`src/rtl/mcsr_pkg.sv`:
```
// Shared addresses, field types and legalization helper for the CSR subset.
// Assumes a 32-bit machine with only Machine and User privilege modes.
package mcsr_pkg;

    localparam logic [11:0] A_MSTATUS   = 12'h300;
    localparam logic [11:0] A_MENVCFG   = 12'h30A;
    localparam logic [11:0] A_MSTATUSH  = 12'h310;
    localparam logic [11:0] A_MENVCFGH  = 12'h31A;
    localparam logic [11:0] A_MCNTINH   = 12'h320;
    localparam logic [11:0] A_DCSR      = 12'h7B0;
    localparam logic [11:0] A_MCYCLE    = 12'hB00;
    localparam logic [11:0] A_MINSTRET  = 12'hB02;
    localparam logic [11:0] A_MCYCLEH   = 12'hB80;
    localparam logic [11:0] A_MINSTRETH = 12'hB82;
    localparam logic [11:0] A_MCFGPTR   = 12'hF15;

    localparam logic [1:0] PRIV_U = 2'b00;
    localparam logic [1:0] PRIV_M = 2'b11;

    // Fixed debug-spec version reported in dcsr[31:28]
    localparam logic [3:0] DBG_VERSION = 4'd4;

    typedef struct packed {
        logic       mprv;
        logic [1:0] mpp;
        logic       mpie;
        logic       mie;
    } mstatus_f_t;

    typedef struct packed {
        logic       ebreakm;
        logic       step;
        logic [1:0] prv;
    } dcsr_f_t;

    typedef struct packed {
        logic mstatus;
        logic dcsr;
        logic zero_reg;
        logic cfgptr;
        logic inhibit;
        logic hpmev;
        logic cyc_lo;
        logic cyc_hi;
        logic ins_lo;
        logic ins_hi;
    } csr_sel_t;

    // Map an unsupported privilege code onto User mode
    function automatic logic [1:0] legal_priv(input logic [1:0] p);
        return (p == PRIV_M) ? PRIV_M : PRIV_U;
    endfunction

endpackage

```
`src/rtl/mcsr_decode.sv`:
```
// Address decoder: turns a CSR address into one-hot register selects.
// Assumes the event-selector window is 0x323..0x33F and that addresses
// with bits [11:10] == 2'b11 are read-only.
module mcsr_decode
    import mcsr_pkg::*;
(
    input  logic [11:0] addr,
    output csr_sel_t    sel,
    output logic [4:0]  ev_idx,
    output logic        known,
    output logic        read_only
);

    // One-hot select for the addressed register
    always_comb begin
        sel = '0;
        case (addr)
            A_MSTATUS:                        sel.mstatus  = 1'b1;
            A_MSTATUSH, A_MENVCFG, A_MENVCFGH: sel.zero_reg = 1'b1;
            A_MCFGPTR:                        sel.cfgptr   = 1'b1;
            A_MCNTINH:                        sel.inhibit  = 1'b1;
            A_DCSR:                           sel.dcsr     = 1'b1;
            A_MCYCLE:                         sel.cyc_lo   = 1'b1;
            A_MCYCLEH:                        sel.cyc_hi   = 1'b1;
            A_MINSTRET:                       sel.ins_lo   = 1'b1;
            A_MINSTRETH:                      sel.ins_hi   = 1'b1;
            default: sel.hpmev = (addr[11:5] == A_MCNTINH[11:5]) && (addr[4:0] >= 5'd3);
        endcase
    end

    assign ev_idx    = addr[4:0];
    assign known     = |sel;
    assign read_only = (addr[11:10] == 2'b11);

endmodule

```
`src/rtl/mcsr_status_regs.sv`:
```
// Storage for the implemented mstatus and dcsr fields, with privilege
// legalization on write. Assumes callers gate the write strobes.
module mcsr_status_regs
    import mcsr_pkg::*;
(
    input  logic       clk,
    input  logic       rst_n,
    input  logic       ms_we,
    input  mstatus_f_t ms_wr,
    input  logic       dc_we,
    input  dcsr_f_t    dc_wr,
    output mstatus_f_t ms_q,
    output dcsr_f_t    dc_q
);

    // mstatus fields: reset to all zero (MPP = User)
    always_ff @(posedge clk) begin
        if (!rst_n) begin
            ms_q <= '0;
        end else if (ms_we) begin
            ms_q.mprv <= ms_wr.mprv;
            ms_q.mpp  <= legal_priv(ms_wr.mpp);
            ms_q.mpie <= ms_wr.mpie;
            ms_q.mie  <= ms_wr.mie;
        end
    end

    // dcsr fields: reset with PRV = Machine
    always_ff @(posedge clk) begin
        if (!rst_n) begin
            dc_q.ebreakm <= 1'b0;
            dc_q.step    <= 1'b0;
            dc_q.prv     <= PRIV_M;
        end else if (dc_we) begin
            dc_q.ebreakm <= dc_wr.ebreakm;
            dc_q.step    <= dc_wr.step;
            dc_q.prv     <= legal_priv(dc_wr.prv);
        end
    end

endmodule

```
`src/rtl/mcsr_counter_regs.sv`:
```
// Counter-inhibit mask and the 64-bit cycle/instret counters, written by
// 32-bit halves. Assumes 0 <= NUM_HPM <= 29; no increment logic here.
module mcsr_counter_regs #(
    parameter int NUM_HPM = 4
) (
    input  logic        clk,
    input  logic        rst_n,
    input  logic [31:0] wdata,
    input  logic        inh_we,
    input  logic [1:0]  lo_we,
    input  logic [1:0]  hi_we,
    output logic [31:0] inhibit_q,
    output logic [63:0] cnt_q [2]
);

    localparam int          IMPL_TOP = 3 + NUM_HPM;
    localparam logic [63:0] LOW_ONES = (64'd1 << IMPL_TOP) - 64'd1;
    localparam logic [31:0] INH_MASK = LOW_ONES[31:0] & ~32'h2;

    // Inhibit register keeps only the implemented counter bits
    always_ff @(posedge clk) begin
        if (!rst_n) inhibit_q <= '0;
        else if (inh_we) inhibit_q <= wdata & INH_MASK;
    end

    // Counter 0 = cycle, counter 1 = instret; each half written on its own
    for (genvar c = 0; c < 2; c++) begin : g_cnt
        always_ff @(posedge clk) begin
            if (!rst_n) begin
                cnt_q[c] <= '0;
            end else begin
                if (lo_we[c]) cnt_q[c][31:0]  <= wdata;
                if (hi_we[c]) cnt_q[c][63:32] <= wdata;
            end
        end
    end

endmodule

```
`src/rtl/mcsr_subset.sv`:
```
// Machine-mode CSR subset: decodes an access, gates writes, legalizes
// fields and muxes read data. Reads are combinational; writes land on the
// next clock edge. Assumes 0 <= NUM_HPM <= 29.
module mcsr_subset
    import mcsr_pkg::*;
#(
    parameter logic [31:0] CFGPTR_VALUE = 32'h0,
    parameter int          NUM_HPM      = 4
) (
    input  logic        clk,
    input  logic        rst_n,
    input  logic [11:0] csr_addr,
    input  logic [31:0] csr_wdata,
    input  logic        csr_we,
    input  logic        csr_re,
    output logic [31:0] csr_rdata,
    output logic        csr_illegal
);

    localparam int EV_SLOTS = 32;

    csr_sel_t    sel;
    logic [4:0]  ev_idx;
    logic        known;
    logic        read_only;
    logic        wr_ok;
    mstatus_f_t  ms_q;
    dcsr_f_t     dc_q;
    logic [31:0] inhibit_q;
    logic [63:0] cnt_q [2];
    logic [31:0] ev_tab [EV_SLOTS];
    logic [31:0] rd_word;

    mcsr_decode u_dec (
        .addr      (csr_addr),
        .sel       (sel),
        .ev_idx    (ev_idx),
        .known     (known),
        .read_only (read_only)
    );

    // A write is committed only to an implemented, writable address
    assign wr_ok       = csr_we && known && !read_only;
    assign csr_illegal = (csr_we || csr_re) && (!known || (csr_we && read_only));

    mcsr_status_regs u_stat (
        .clk   (clk),
        .rst_n (rst_n),
        .ms_we (wr_ok && sel.mstatus),
        .ms_wr ({csr_wdata[17], csr_wdata[12:11], csr_wdata[7], csr_wdata[3]}),
        .dc_we (wr_ok && sel.dcsr),
        .dc_wr ({csr_wdata[15], csr_wdata[2], csr_wdata[1:0]}),
        .ms_q  (ms_q),
        .dc_q  (dc_q)
    );

    mcsr_counter_regs #(.NUM_HPM(NUM_HPM)) u_cnt (
        .clk       (clk),
        .rst_n     (rst_n),
        .wdata     (csr_wdata),
        .inh_we    (wr_ok && sel.inhibit),
        .lo_we     ({wr_ok && sel.ins_lo, wr_ok && sel.cyc_lo}),
        .hi_we     ({wr_ok && sel.ins_hi, wr_ok && sel.cyc_hi}),
        .inhibit_q (inhibit_q),
        .cnt_q     (cnt_q)
    );

    // Hard-wired event selector values: one-hot for implemented indices
    for (genvar k = 0; k < EV_SLOTS; k++) begin : g_ev
        if (k >= 3 && k < 3 + NUM_HPM) begin : g_on
            assign ev_tab[k] = 32'd1 << (k - 3);
        end else begin : g_off
            assign ev_tab[k] = '0;
        end
    end

    // Read mux over the selected register
    always_comb begin
        rd_word = '0;
        if (sel.mstatus)
            rd_word = {14'b0, ms_q.mprv, 4'b0, ms_q.mpp, 3'b0, ms_q.mpie, 3'b0, ms_q.mie, 3'b0};
        if (sel.dcsr)
            rd_word = {DBG_VERSION, 12'b0, dc_q.ebreakm, 12'b0, dc_q.step, dc_q.prv};
        if (sel.cfgptr)  rd_word = CFGPTR_VALUE;
        if (sel.inhibit) rd_word = inhibit_q;
        if (sel.hpmev)   rd_word = ev_tab[ev_idx];
        if (sel.cyc_lo)  rd_word = cnt_q[0][31:0];
        if (sel.cyc_hi)  rd_word = cnt_q[0][63:32];
        if (sel.ins_lo)  rd_word = cnt_q[1][31:0];
        if (sel.ins_hi)  rd_word = cnt_q[1][63:32];
    end

    assign csr_rdata = csr_re ? rd_word : '0;

endmodule

```
`config.mk`:
```
export PLATFORM = sky130hd
export DESIGN_NAME = mcsr_subset
export DESIGN_NICKNAME = d
export VERILOG_FILES = /design/src/rtl/mcsr_pkg.sv /design/src/rtl/mcsr_decode.sv /design/src/rtl/mcsr_status_regs.sv /design/src/rtl/mcsr_counter_regs.sv /design/src/rtl/mcsr_subset.sv
export SDC_FILE = /design/constraint.sdc
export NUM_CORES = 1
export LEC_CHECK = 0
export ABC_CLOCK_PERIOD_IN_PS = 3100
export BUFFER_PORTS_ARGS = -buffer_cell sky130_fd_sc_hd__buf_2
export CORE_ASPECT_RATIO = 1.1
export CORE_MARGIN = 3
export CORE_UTILIZATION = 40
export CTS_CLUSTER_DIAMETER = 30
export DETAILED_ROUTE_END_ITERATION = 7
export SLEW_MARGIN = 20
export SYNTH_ARGS = -nofsm -noshare
export SYNTH_HDL_FRONTEND = slang
export SYNTH_SLANG_ARGS = --single-unit
```
`constraint.sdc`:
```
create_clock -name clk -period 3.1 [get_ports clk]
set_input_delay 0.62 -clock clk [delete_from_list [all_inputs] [get_ports clk]]
set_output_delay 0.62 -clock clk [all_outputs]
set_load 0.05 [all_outputs]
```
Yosys cells after proc, flatten, opt, wreduce, memory -nomap -nowiden

Memories as Yosys holds them, arrays and structs flattened.
Cells that the tools add are included.

Magnitude comparators: 2
Equal/unequal tests: 15
Reduce and logical (&&, ||, !) cells: 19
Bitwise logic cells: 1
Muxes and demuxes: 24

Operators with widths:

| cell                                                                     | count |
|---|---|
| 32-bit 2-to-1 mux                                                        | 11 |
| 12-bit by 10-bit equality test with 1-bit output (second input constant) | 5 |
| 12-bit equality test (second input constant)                             | 5 |
| 18-bit 2-to-1 mux                                                        | 1 |
| 12-bit by 11-bit equality test with 1-bit output (second input constant) | 1 |
| 1-bit logical AND                                                        | 12 |
| 11-bit OR reduction                                                      | 1 |
| 1-bit 2-to-1 mux                                                         | 10 |
| 10-bit OR reduction                                                      | 1 |
| 7-bit by 5-bit equality test with 1-bit output (second input constant)   | 1 |
| 2-bit equality test (second input constant)                              | 3 |
| 6-bit >= comparator (second input constant)                              | 1 |
| 5-bit inverter with 6-bit output                                         | 1 |
| 5-bit by 2-bit >= comparator with 1-bit output (second input constant)   | 1 |
| 2-bit 2-to-1 mux                                                         | 2 |
| 3-bit OR reduction                                                       | 1 |
| 1-bit zero test                                                          | 2 |
| 1-bit logical OR                                                         | 2 |

Bits in read-only memories: 1024
Logic and storage cells: 74
Bits of input ports: 48
Memories kept: 1
Bits in registers: 143
Output and inout bits: 33

Memory list:

| memory          | words | width | read ports | clocked after Yosys merged registers in | write ports | line              | source |
|---|---|---|---|---|---|---|---|
| (no name shown) | 32    | 32    | 1          | 0                                       | 0           | mcsr_subset.sv:86 | `if (sel.hpmev) rd_word = ev_tab[ev_idx];` |

Longest topological paths before layout

Gate-level depths: netlist (run 1).

Word-level depth: 12
Mapped depth: 8
Mapped depth without buffers: 5

Modules after synthesis

From an unflattened synthesis (run 1), not the netlist that was laid out.

Cells, all modules: 784
Area, all modules: 7528.5 µm²

By module, submodules not included:

| module            | area an instance (µm²) | seq. area each (µm²) | cells each | instances |
|---|---|---|---|---|
| mcsr_counter_regs | 5336.4                 | 2682.6               | 460        | 1 |
| mcsr_subset       | 1606.5                 | 0.0                  | 248        | 1 |
| mcsr_decode       | 315.3                  | 0.0                  | 51         | 1 |
| mcsr_status_regs  | 270.3                  | 140.1                | 25         | 1 |

Least setup slack after synthesis (run 1)

OpenSTA, ideal clock, no wires.

Kind: input to output
Start: input csr_addr[1]
End: output csr_rdata[4]
Arrival: 2929 ps
Data required time: 2480 ps
Stages on the path: 7
Buffers on the path: 2
Path slack: -449 ps
Cells stage by stage: buf_2 > or4_1 > buf_2 > nor4_4 > nand2_1 > a22o_1 > a21oi_1

Longest elaborated chain between the ends: 11
Elaborated cells between the ends (all ways): 35
Classes of those cells: 1 x order compare; 11 x eq/ne; 19 x mux; 1 x bitwise; 2 x reduce/logical; 1 x memory

Ends and longest elaborated chain:

| what                                                                            | line              | source |
|---|---|---|
| start, declared                                                                 | mcsr_subset.sv:12 | `input logic [11:0] csr_addr,` |
| parallel branches: the longest is 9 deep, another holds memory read 32 x 32 bit | n/a               |  |
| 32-bit 2-to-1 mux (*)                                                           | mcsr_subset.sv:90 | `if (sel.ins_hi) rd_word = cnt_q[1][63:32];` |
| 32-bit 2-to-1 mux (*)                                                           | mcsr_subset.sv:93 | `assign csr_rdata = csr_re ? rd_word : '0;` |
| end, declared                                                                   | mcsr_subset.sv:16 | `output logic [31:0] csr_rdata,` |

Every way passes the cells marked *. The select of a mux whose other input is x is not followed.

Worst setup path in the final report (run 1)

Start: input csr_addr[11]
End: output csr_rdata[3]

Longest elaborated chain between the ends: 12
Elaborated cells between the ends (all ways): 33
Classes of those cells: 12 x eq/ne; 19 x mux; 2 x reduce/logical

Ends and longest elaborated chain:

| what                                             | line              | source |
|---|---|---|
| 12-bit by 10-bit equality test with 1-bit output | mcsr_decode.sv:17 | `case (addr)` |
| 1-bit 2-to-1 mux                                 | mcsr_decode.sv:17 |  |
| 18-bit 2-to-1 mux                                | mcsr_subset.sv:80 | `if (sel.mstatus)` |
| 32-bit 2-to-1 mux                                | mcsr_subset.sv:82 | `if (sel.dcsr)` |
| 32-bit 2-to-1 mux                                | mcsr_subset.sv:84 | `if (sel.cfgptr) rd_word = CFGPTR_VALUE;` |
| 32-bit 2-to-1 mux                                | mcsr_subset.sv:85 | `if (sel.inhibit) rd_word = inhibit_q;` |
| 32-bit 2-to-1 mux                                | mcsr_subset.sv:86 |  |
| 32-bit 2-to-1 mux                                | mcsr_subset.sv:87 | `if (sel.cyc_lo) rd_word = cnt_q[0][31:0];` |
| 32-bit 2-to-1 mux                                | mcsr_subset.sv:88 | `if (sel.cyc_hi) rd_word = cnt_q[0][63:32];` |
| 32-bit 2-to-1 mux                                | mcsr_subset.sv:89 | `if (sel.ins_lo) rd_word = cnt_q[1][31:0];` |
| 32-bit 2-to-1 mux (*)                            | mcsr_subset.sv:90 |  |
| 32-bit 2-to-1 mux (*)                            | mcsr_subset.sv:93 |  |

Every way passes the cells marked *; elsewhere a longest branch is shown, timed or not.

==> flow_metrics.tcl, run 1 <==
set metrics [dict create \
    status "complete, but fails checks" \
    violations "negative setup slack" \
    fin_crit_ns 3.24 \
    synthCells 920 \
    synth-edff-count 0 \
    clock_latency_ns 0.42 \
    dr_total_vias 6745 \
    critPathCaptureType "primary output" \
    dp_hpwl_um 14400 \
    whs_ns 0.451 \
    routed_wl_um 22000 \
    yosysUniqueCellTypes 51 \
    muxShareOfSynthArea_pct 1.44 \
    grt_pass1_wl_um 35100 \
    power_density_nw_per_um2 460 \
    drt_iter0_drc 590 \
    io_pins 81 \
    grt_use_total_pct 23.3 \
    cts_hold_buf 0 \
    synth_flop_cell "dfxtp_1" \
    slew_headroom_pct 46.9 \
    worst_slew_pin_slew_ns 0.796 \
    fin_ws_ns -0.145 \
    fp.dieW_um 132 \
    crit_type "in2out" \
    antenna_left 0 \
    clk_pin_slew_ns 0.06 \
    holdCritPathClass "reg2reg" \
    synth.most_common_cell "nand2_1" \
    synth_top_family_by_area "compound AO/OA/AOI/OAI gates" \
    syn_nets 968 \
    wire_per_inst_um 17.5 \
    drtPass1Iterations 4 \
    synth-seq-cells 141 \
    worst_hold_startpoint "u_cnt.cnt_q[88]" \
    dieArea_um2 19000 \
    ys_warn_count 0 \
    cts_made_buffers 17 \
    tns_ns -0.308 \
    finalSetupViolCount 3 \
    rsz0062_at_grt "yes" \
    synth_top_area_cell "dfxtp_1" \
    cts_buffer_depth 2 \
    synth_top_cell_area_share_pct 40.6 \
    cp_max_fo 3 \
    async_flop_share_pct 0 \
    synth_compound_area_share_pct 28.8 \
    port_buffers 80 \
    grt_pass1_vias 6430 \
    crit_path_start_kind "input port" \
    placed_area_um2 8030 \
    yosys.area_share.simple_pct 24.5 \
    maxCapViolations 0 \
    cp.required_ns 2.48 \
    grt_overflow 0 \
    grt_antenna_before_repair 0 \
    core_area_um2 16700 \
    peakVddDrop_v 0.000364 \
    fin_crit_sh_pct 105 \
    hold_path_depth 2 \
    netlist_area_um2 6960 \
    clock-root-buffer "clkbuf_16" \
    grt_max_degree 80 \
    reg2reg_depth 2 \
    initial_core_util_pct 41.7 \
    yosysSeqAreaShare_pct 40.6 \
    max_clock_freq_mhz 308 \
    worstReg2RegEnd "u_cnt.cnt_q[2]" \
    ctsHtreeMaxLevel 4 \
    synth_common_cells "nand2_1, dfxtp_1, a21boi_0" \
    area_growth_pct 26.0 \
    clock_sinks 141 \
    rrSetupSlack_ns 2.43 \
    min_to "u_cnt.cnt_q[88]" \
    antennaDiodeCount 0 \
    cp.arrival_ns 2.62 \
    num_rows 49 \
    vias_per_cell 5.36 \
    leakagePower_nw 3.03 \
    synthAdderAreaFrac_pct 0 \
    drive_gt1_share_pct 21.4 \
    yosys-top-cells-area "dfxtp_1, nand2_1, a21boi_0" \
    hold_viol 0 \
    cts_tree "built" \
    nets 1065 \
    gp_congestion 0.894 \
    drc 0 \
    dieHeight_um 144 \
    p_total_mw 4.04 \
    synth-xor-area-share_pct 0.252 \
    post-route-cell-area_um2 8770 \
    avgSynthCellArea_um2 7.56 \
    drv_slew 0 \
    fin_util_pct 52.6 \
    finClkSkew_ns 0 \
    rr_startpoint "u_cnt.cnt_q[2]" \
]
-- how the worst max path moves through the flow --
stage	start	end	slack (ns)	cells past startpoint
global route	csr_addr[11]	csr_rdata[3]	-0.16	7
finish	csr_addr[11]	csr_rdata[3]	-0.14	7
detailed placement	csr_addr[11]	csr_rdata[3]	-0.31	7
CTS	csr_addr[11]	csr_rdata[3]	-0.14	7
global placement	csr_addr[11]	csr_rdata[3]	-0.31	7
floorplan	csr_addr[1]	csr_rdata[4]	-0.15	7
-- logic make-up after synthesis --
logic type      after synthesis
flops                       141
mux                          10
buf+inv                      79
xor+xnor                      2
compound gates              289
simple gates                399
-- sequential cells by signal (all words and copies together) (netlist names) --
register	cells
u_cnt.cnt_q	128
u_stat.dc_q	3
u_cnt.inhibit_q	6
u_stat.ms_q	4
-- per-stage QoR --
step | instances | worst slack (ns)
after global routing | 1259 | -0.158
final | 1259 | -0.145
after global placement | 1224 | -0.312
after CTS | 1259 | -0.138
after detailed placement | 1224 | -0.312
after floorplan | 920 | -0.155
-- power by group --
part	total [mW]	switching (mW)	internal, mW
Clock	1.96	0.786	1.18
Sequential	1.81	0.0000722	1.81
Combinational	0.263	0.161	0.103
-- cells in the final DEF, fill, tap and decap left out, types with 4 or more instances in the layout --
| cell type | netlist | layout |
|---|---|---|
| a21oi_4 | 0 | 4 |
| a21oi_1 | 33 | 20 |
| a21boi_1 | 19 | 19 |
| clkbuf_16 | 0 | 17 |
| buf_12 | 0 | 4 |
| mux2i_1 | 10 | 10 |
| a21oi_2 | 0 | 9 |
| nand2_1 | 307 | 307 |
| a21o_1 | 14 | 14 |
| dfxtp_1 | 141 | 141 |
| buf_4 | 0 | 76 |
| o21ai_0 | 51 | 51 |
| nand3_1 | 16 | 16 |
| nor3_1 | 5 | 4 |
| nor2_1 | 35 | 31 |
| o22ai_1 | 6 | 6 |
| a32o_1 | 13 | 13 |
| a22o_1 | 6 | 5 |
| nor4_4 | 2 | 4 |
| buf_2 | 12 | 57 |
| a21boi_0 | 122 | 122 |
| o211ai_1 | 9 | 9 |
| clkbuf_4 | 0 | 5 |
| nand4_1 | 4 | 4 |
| buf_6 | 0 | 9 |
| inv_1 | 4 | 4 |
| clkinv_2 | 0 | 6 |
-- layout make-up --
type,count,area (µm²)
fill,1633,7910
multi-input combinational,700,4000
clock inverter,12,121
timing repair buffer,152,1090
clock buffer,20,437
tap,229,287
inverter,5,18.8
sequential,141,2820
-- worst max-delay path, cell delays in order --
cell and delay, ns:
buf_6 0.09, or4b_4 0.53, or4_4 0.45, or3_4 0.37, a22o_4 0.27, a21oi_4 0.12
buf_6 0.17
-- what timing repair did --
item	4_1_cts	5_1_grt
setup endpoints to repair	23	30
gates resized for setup	28	19
setup buffers	3	0
pin swaps	3	4
-- metal layers --
layer / GRT usage, % / share of wire, % / vias up
met3: 4.14 / 4.9 / 20
met2: 38.2 / 46 / 189
met1: 31.9 / 48 / 3190
li1: - / - / 3346
met5: 0 / 0 / -
met4: 6.25 / 1.1 / 0
Power figures use the tool's default switching activity.
==> inputs of run 2 (changes only) <==
- PLACE_DENSITY: unset -> 0.63
==> run 2 against run 1 <==
Against the previous run:
- the flow still finishes with violations (negative setup slack)
- cell area is 0.41% higher
- highest routed layer unchanged
- clock skew stayed put
- core utilization is 0.22 points higher
==> flow_metrics.tcl, run 2 (synthesis results as in run 1) <==
set metrics [dict create \
    grt_pass1_vias 6563 \
    status "complete, but fails checks" \
    hold_viol 0 \
    leakagePower_nw 3.05 \
    grt_pass1_wl_um 35700 \
    routed_wl_um 22300 \
    largestRegisters "u_cnt.cnt_q x128, u_cnt.inhibit_q x6, u_stat.ms_q x4" \
    grt_use_total_pct 23.9 \
    drc 0 \
    p_total_mw 4.19 \
    io_pins 81 \
    critPathCaptureType "primary output" \
    grt_overflow 0 \
    area_growth_pct 26.6 \
    vias_per_cell 5.47 \
    dp_cells 1221 \
    holdCritPathClass "reg2reg" \
    cp.depth 7 \
    worst-path-buf-inv 2 \
    cp_top_family "simple AND/OR/NAND/NOR gates" \
    antenna_left 0 \
    wire_per_inst_um 17.8 \
    cp_max_fo 3 \
    peakVddDrop_v 0.000381 \
    nets 1062 \
    cts_buffer_depth 2 \
    maxCapViolations 0 \
    cts_made_buffers 17 \
    dieHeight_um 144 \
    clock-root-buffer "clkbuf_16" \
    power_density_nw_per_um2 475 \
    slew_headroom_pct 45.9 \
    initial_core_util_pct 41.7 \
    violations "negative setup slack" \
    num_rows 49 \
    grt_antenna_before_repair 0 \
    clk_pin_slew_ns 0.06 \
    worst_slew_pin_slew_ns 0.812 \
    cp.arrival_ns 2.68 \
    crit_path_start_kind "input port" \
    finalSetupViolCount 3 \
    cp.required_ns 2.48 \
    drv_slew 0 \
    fin_crit_ns 3.30 \
    cts_tree "built" \
    rsz0062_at_grt "yes" \
    clock_latency_ns 0.42 \
    finClkSkew_ns 0 \
    ctsHtreeMaxLevel 4 \
    dp_hpwl_um 14500 \
    cts_hold_buf 0 \
    cp_slowest_cell "or4b_4" \
    layout_commonest_cell "nand2_1" \
    max_clock_freq_mhz 303 \
    fp.dieW_um 132 \
    hold_path_depth 2 \
    critical_path.max_stage_delay_ns 0.54 \
    drtPass1Iterations 5 \
    final_cell_mix "nand2_1, dfxtp_1, a21boi_0, buf_4, buf_2" \
    gp_congestion 0.875 \
    regMostFlops "u_cnt.cnt_q" \
    dieArea_um2 19000 \
    drt_iter0_drc 502 \
    clock_sinks 141 \
    fin_ws_ns -0.199 \
    reg2reg_depth 2 \
    whs_ns 0.449 \
    fin_crit_sh_pct 106 \
    drive_gt1_share_pct 21.0 \
    crit_type "in2out" \
    largest_register_ffs 128 \
    fin_util_pct 52.8 \
    antennaDiodeCount 0 \
    path_cells "buf_6 > or4b_4 > or4_4 > or3_4 > a22o_4 > a21oi_4 > buf_6" \
    port_buffers 80 \
    critPathMostFrequentCell "buf_6" \
    dr_total_vias 6872 \
    core_area_um2 16700 \
    grt_max_degree 60 \
    fin_cells 1256 \
]
==> run 2: per-layer routing <==
layer | up-vias | global-route usage, % | wire length (µm)
li1 | 3339 | - | -
met1 | 3267 | 31.6 | 10200
met2 | 232 | 38.8 | 10200
met3 | 34 | 5.46 | 1440
met4 | 0 | 8.24 | 478
met5 | - | 0 | 0
==> run 2: path summary, 6_finish.rpt <==
| path | slack [ns] | endpoint | from |
|---|---|---|---|
| worst max-delay path | -0.20 | csr_rdata[3] | csr_addr[11] |
| worst min-delay path | 0.45 | u_cnt.cnt_q[31] | u_cnt.cnt_q[31] |
| worst max register to register | 2.44 | u_cnt.cnt_q[112] | u_cnt.cnt_q[112] |
| worst min register to register | 0.45 | u_cnt.cnt_q[31] | u_cnt.cnt_q[31] |
==> run 2: final cells by class <==
cell class                 count  area [µm²]
multi-input combinational    700        3990
sequential                   141        2820
fill                        1678        7870
inverter                       5        18.8
tap                          229         287
clock buffer                  22         474
timing repair buffer         149        1080
clock inverter                10         138
==> run 2: tightest hold or removal path, delay by kind of cell (launching register included) <==
family           cells  cell delay [ns]
AO/OA/AOI/OAI        1             0.05
AND/OR/NAND/NOR      1             0.05
flip-flops           1             0.31
==> run 2: metrics by stage <==
| stage | TNS, ns | setup WS (ns) | area, µm² |
|---|---|---|---|
| finish | -0.330 | -0.199 | 8810 |
| global placement | -3.25 | -0.294 | 8020 |
| floorplan | -0.186 | -0.155 | 7050 |
| CTS | -0.285 | -0.186 | 8750 |
| detailed placement | -4.12 | -0.309 | 8020 |
| global route | -0.400 | -0.229 | 8810 |
==> run 2: what timing repair did <==
item | in CTS | in global routing
endpoints found under the setup margin | 25 | 31
gates resized for setup | 29 | 22
setup buffers | 2 | 1
pin swaps | 4 | 1
hold endpoints to repair | 0 | 0
==> run 2: where the power goes <==
| group | internal (mW) | switching (mW) |
|---|---|---|
| Clock | 1.33 | 0.782 |
| Sequential | 1.81 | 0.0000721 |
| Combinational | 0.102 | 0.162 |
| Total | 3.24 | 0.944 |
==> inputs of run 3 (changes only) <==
- CORE_MARGIN: 3 -> unset
- SLEW_MARGIN: 20 -> unset
==> run 3 against run 2 <==
Against the previous run:
- the flow still finishes with violations (negative setup slack)
- worst setup slack improved by 0.024 ns
- wire length rose by 0.55%
- highest routed layer unchanged
- largest cell class unchanged
- die area fell by 5.7%
- clock skew did not move
- largest power group unchanged
- non-clock buffer count rose by 10
- via count barely moved
- cell area rose by 0.75%
==> flow_metrics.tcl, run 3 (synthesis results as in run 1) <==
set metrics [dict create \
    status "complete, but fails checks" \
    violations "negative setup slack" \
    drv_slew 0 \
    reg2reg_depth 2 \
    holdCritPathClass "reg2reg" \
    cp.arrival_ns 2.65 \
    largestRegisters "u_cnt.cnt_q x128, u_cnt.inhibit_q x6, u_stat.ms_q x4" \
    crit_path_start_kind "input port" \
    grt_overflow 0 \
    dp_hpwl_um 14600 \
    tns_ns -0.273 \
    crit_type "in2out" \
    nets 1072 \
    critPathCaptureType "primary output" \
    fin_util_pct 52.1 \
    cts_made_buffers 17 \
    grt_max_degree 78 \
    dieHeight_um 140 \
    antenna_left 0 \
    port_buffers 80 \
    drt_iter0_drc 656 \
    finalSetupViolCount 3 \
    cp_top_family "simple AND/OR/NAND/NOR gates" \
    num_rows 50 \
    max_clock_freq_mhz 305 \
    cp.depth 7 \
    clock-root-buffer "clkbuf_16" \
    cp.required_ns 2.48 \
    register_area_um2 2820 \
    fin_ws_ns -0.175 \
    cp_max_fo 3 \
    dr_total_vias 6873 \
    grt_pass1_wl_um 36100 \
    cp_slowest_cell "or4b_4" \
    whs_ns 0.448 \
    peakVddDrop_v 0.000362 \
    maxCapViolations 0 \
    initial_core_util_pct 40.9 \
    cts_hold_buf 0 \
    vias_per_cell 5.41 \
    regMostFlops "u_cnt.cnt_q" \
    finClkSkew_ns 0 \
    routed_wl_um 22500 \
    fin_crit_ns 3.27 \
    p_total_mw 4.23 \
    leakagePower_nw 3.10 \
    critical_path.max_stage_delay_ns 0.53 \
    wire_per_inst_um 17.7 \
    critPathMostFrequentCell "buf_6" \
    ctsHtreeMaxLevel 4 \
    drive_gt1_share_pct 21.8 \
    fp.dieW_um 128 \
    clk_pin_slew_ns 0.06 \
    worst_slew_pin_slew_ns 0.841 \
    gp_congestion 0.857 \
    antennaDiodeCount 0 \
    grt_antenna_before_repair 0 \
    hold_viol 0 \
    clock_latency_ns 0.42 \
    hold_path_depth 2 \
    drtPass1Iterations 5 \
    cts_buffer_depth 2 \
    final_cell_mix "nand2_1, dfxtp_1, a21boi_0, buf_4, buf_2" \
    fin_crit_sh_pct 106 \
    drc 0 \
    power_density_nw_per_um2 476 \
    layout_commonest_cell "nand2_1" \
    rsz0062_at_grt "yes" \
    grt_pass1_vias 6650 \
    path_cells "buf_6 > or4b_4 > or4_4 > or3_4 > a22o_4 > a21oi_4 > buf_6" \
    area_growth_pct 27.5 \
    cts_tree "built" \
    fill_cells 1660 \
    dieArea_um2 17900 \
    place_ws_ns -0.260 \
    core_area_um2 17000 \
    worst-path-buf-inv 2 \
    multi_input_area_um2 4000 \
    io_pins 81 \
    grt_use_total_pct 26.1 \
    slew_headroom_pct 44.0 \
    clock_sinks 141 \
    largest_register_ffs 128 \
]
[run 3: repair_timing]
item                       in CTS  in global routing
resized for setup              18                 30
setup buffers                   1                  3
pin swaps                       2                  3
setup endpoints to repair      25                 31
[run 3: layout make-up]
type / count / share of cell area, %
multi-input combinational: 700 / 45.0
sequential: 141 / 31.8
timing repair buffer: 159 / 12.7
clock buffer: 21 / 5.08
tap: 234 / 3.30
clock inverter: 11 / 1.86
inverter: 5 / 0.254
[run 3: stage by stage]
stage	std cells	instance area, µm²
finish	1271	8870
global route	1271	8870
CTS	1268	8760
detailed placement	1235	8070
global placement	1235	8070
floorplan	920	7050
[run 3: final timing paths]
path / from / endpoint / slack [ns]
worst max-delay path: csr_addr[11] / csr_rdata[3] / -0.17
worst min-delay path: u_cnt.cnt_q[52] / u_cnt.cnt_q[52] / 0.45
worst max register to register: u_stat.dc_q[0] / u_stat.dc_q[0] / 2.42
worst min register to register: u_cnt.cnt_q[52] / u_cnt.cnt_q[52] / 0.45
[run 3: worst register-to-register path, stage by stage (launching register included)]
cell and delay (ns):
dfxtp_1 0.33, a21oi_1 0.11, o21ai_0 0.09
[run 3: report_power, final]
group	switching [mW]	internal (mW)	total, mW
registers	0.0000723	1.81	1.81
clock network	0.778	1.37	2.14
logic	0.164	0.107	0.272
total	0.942	3.29	4.23
[run 3: per-layer routing]
metal | track usage, % | vias up | routed length (µm) | share of wire (%)
li1 | - | 3367 | - | -
met1 | 35.5 | 3259 | 10300 | 46
met2 | 41.9 | 221 | 10400 | 46
met3 | 5.04 | 26 | 1440 | 6.4
met4 | 7.06 | 0 | 318 | 1.4
met5 | 0 | - | 0 | 0
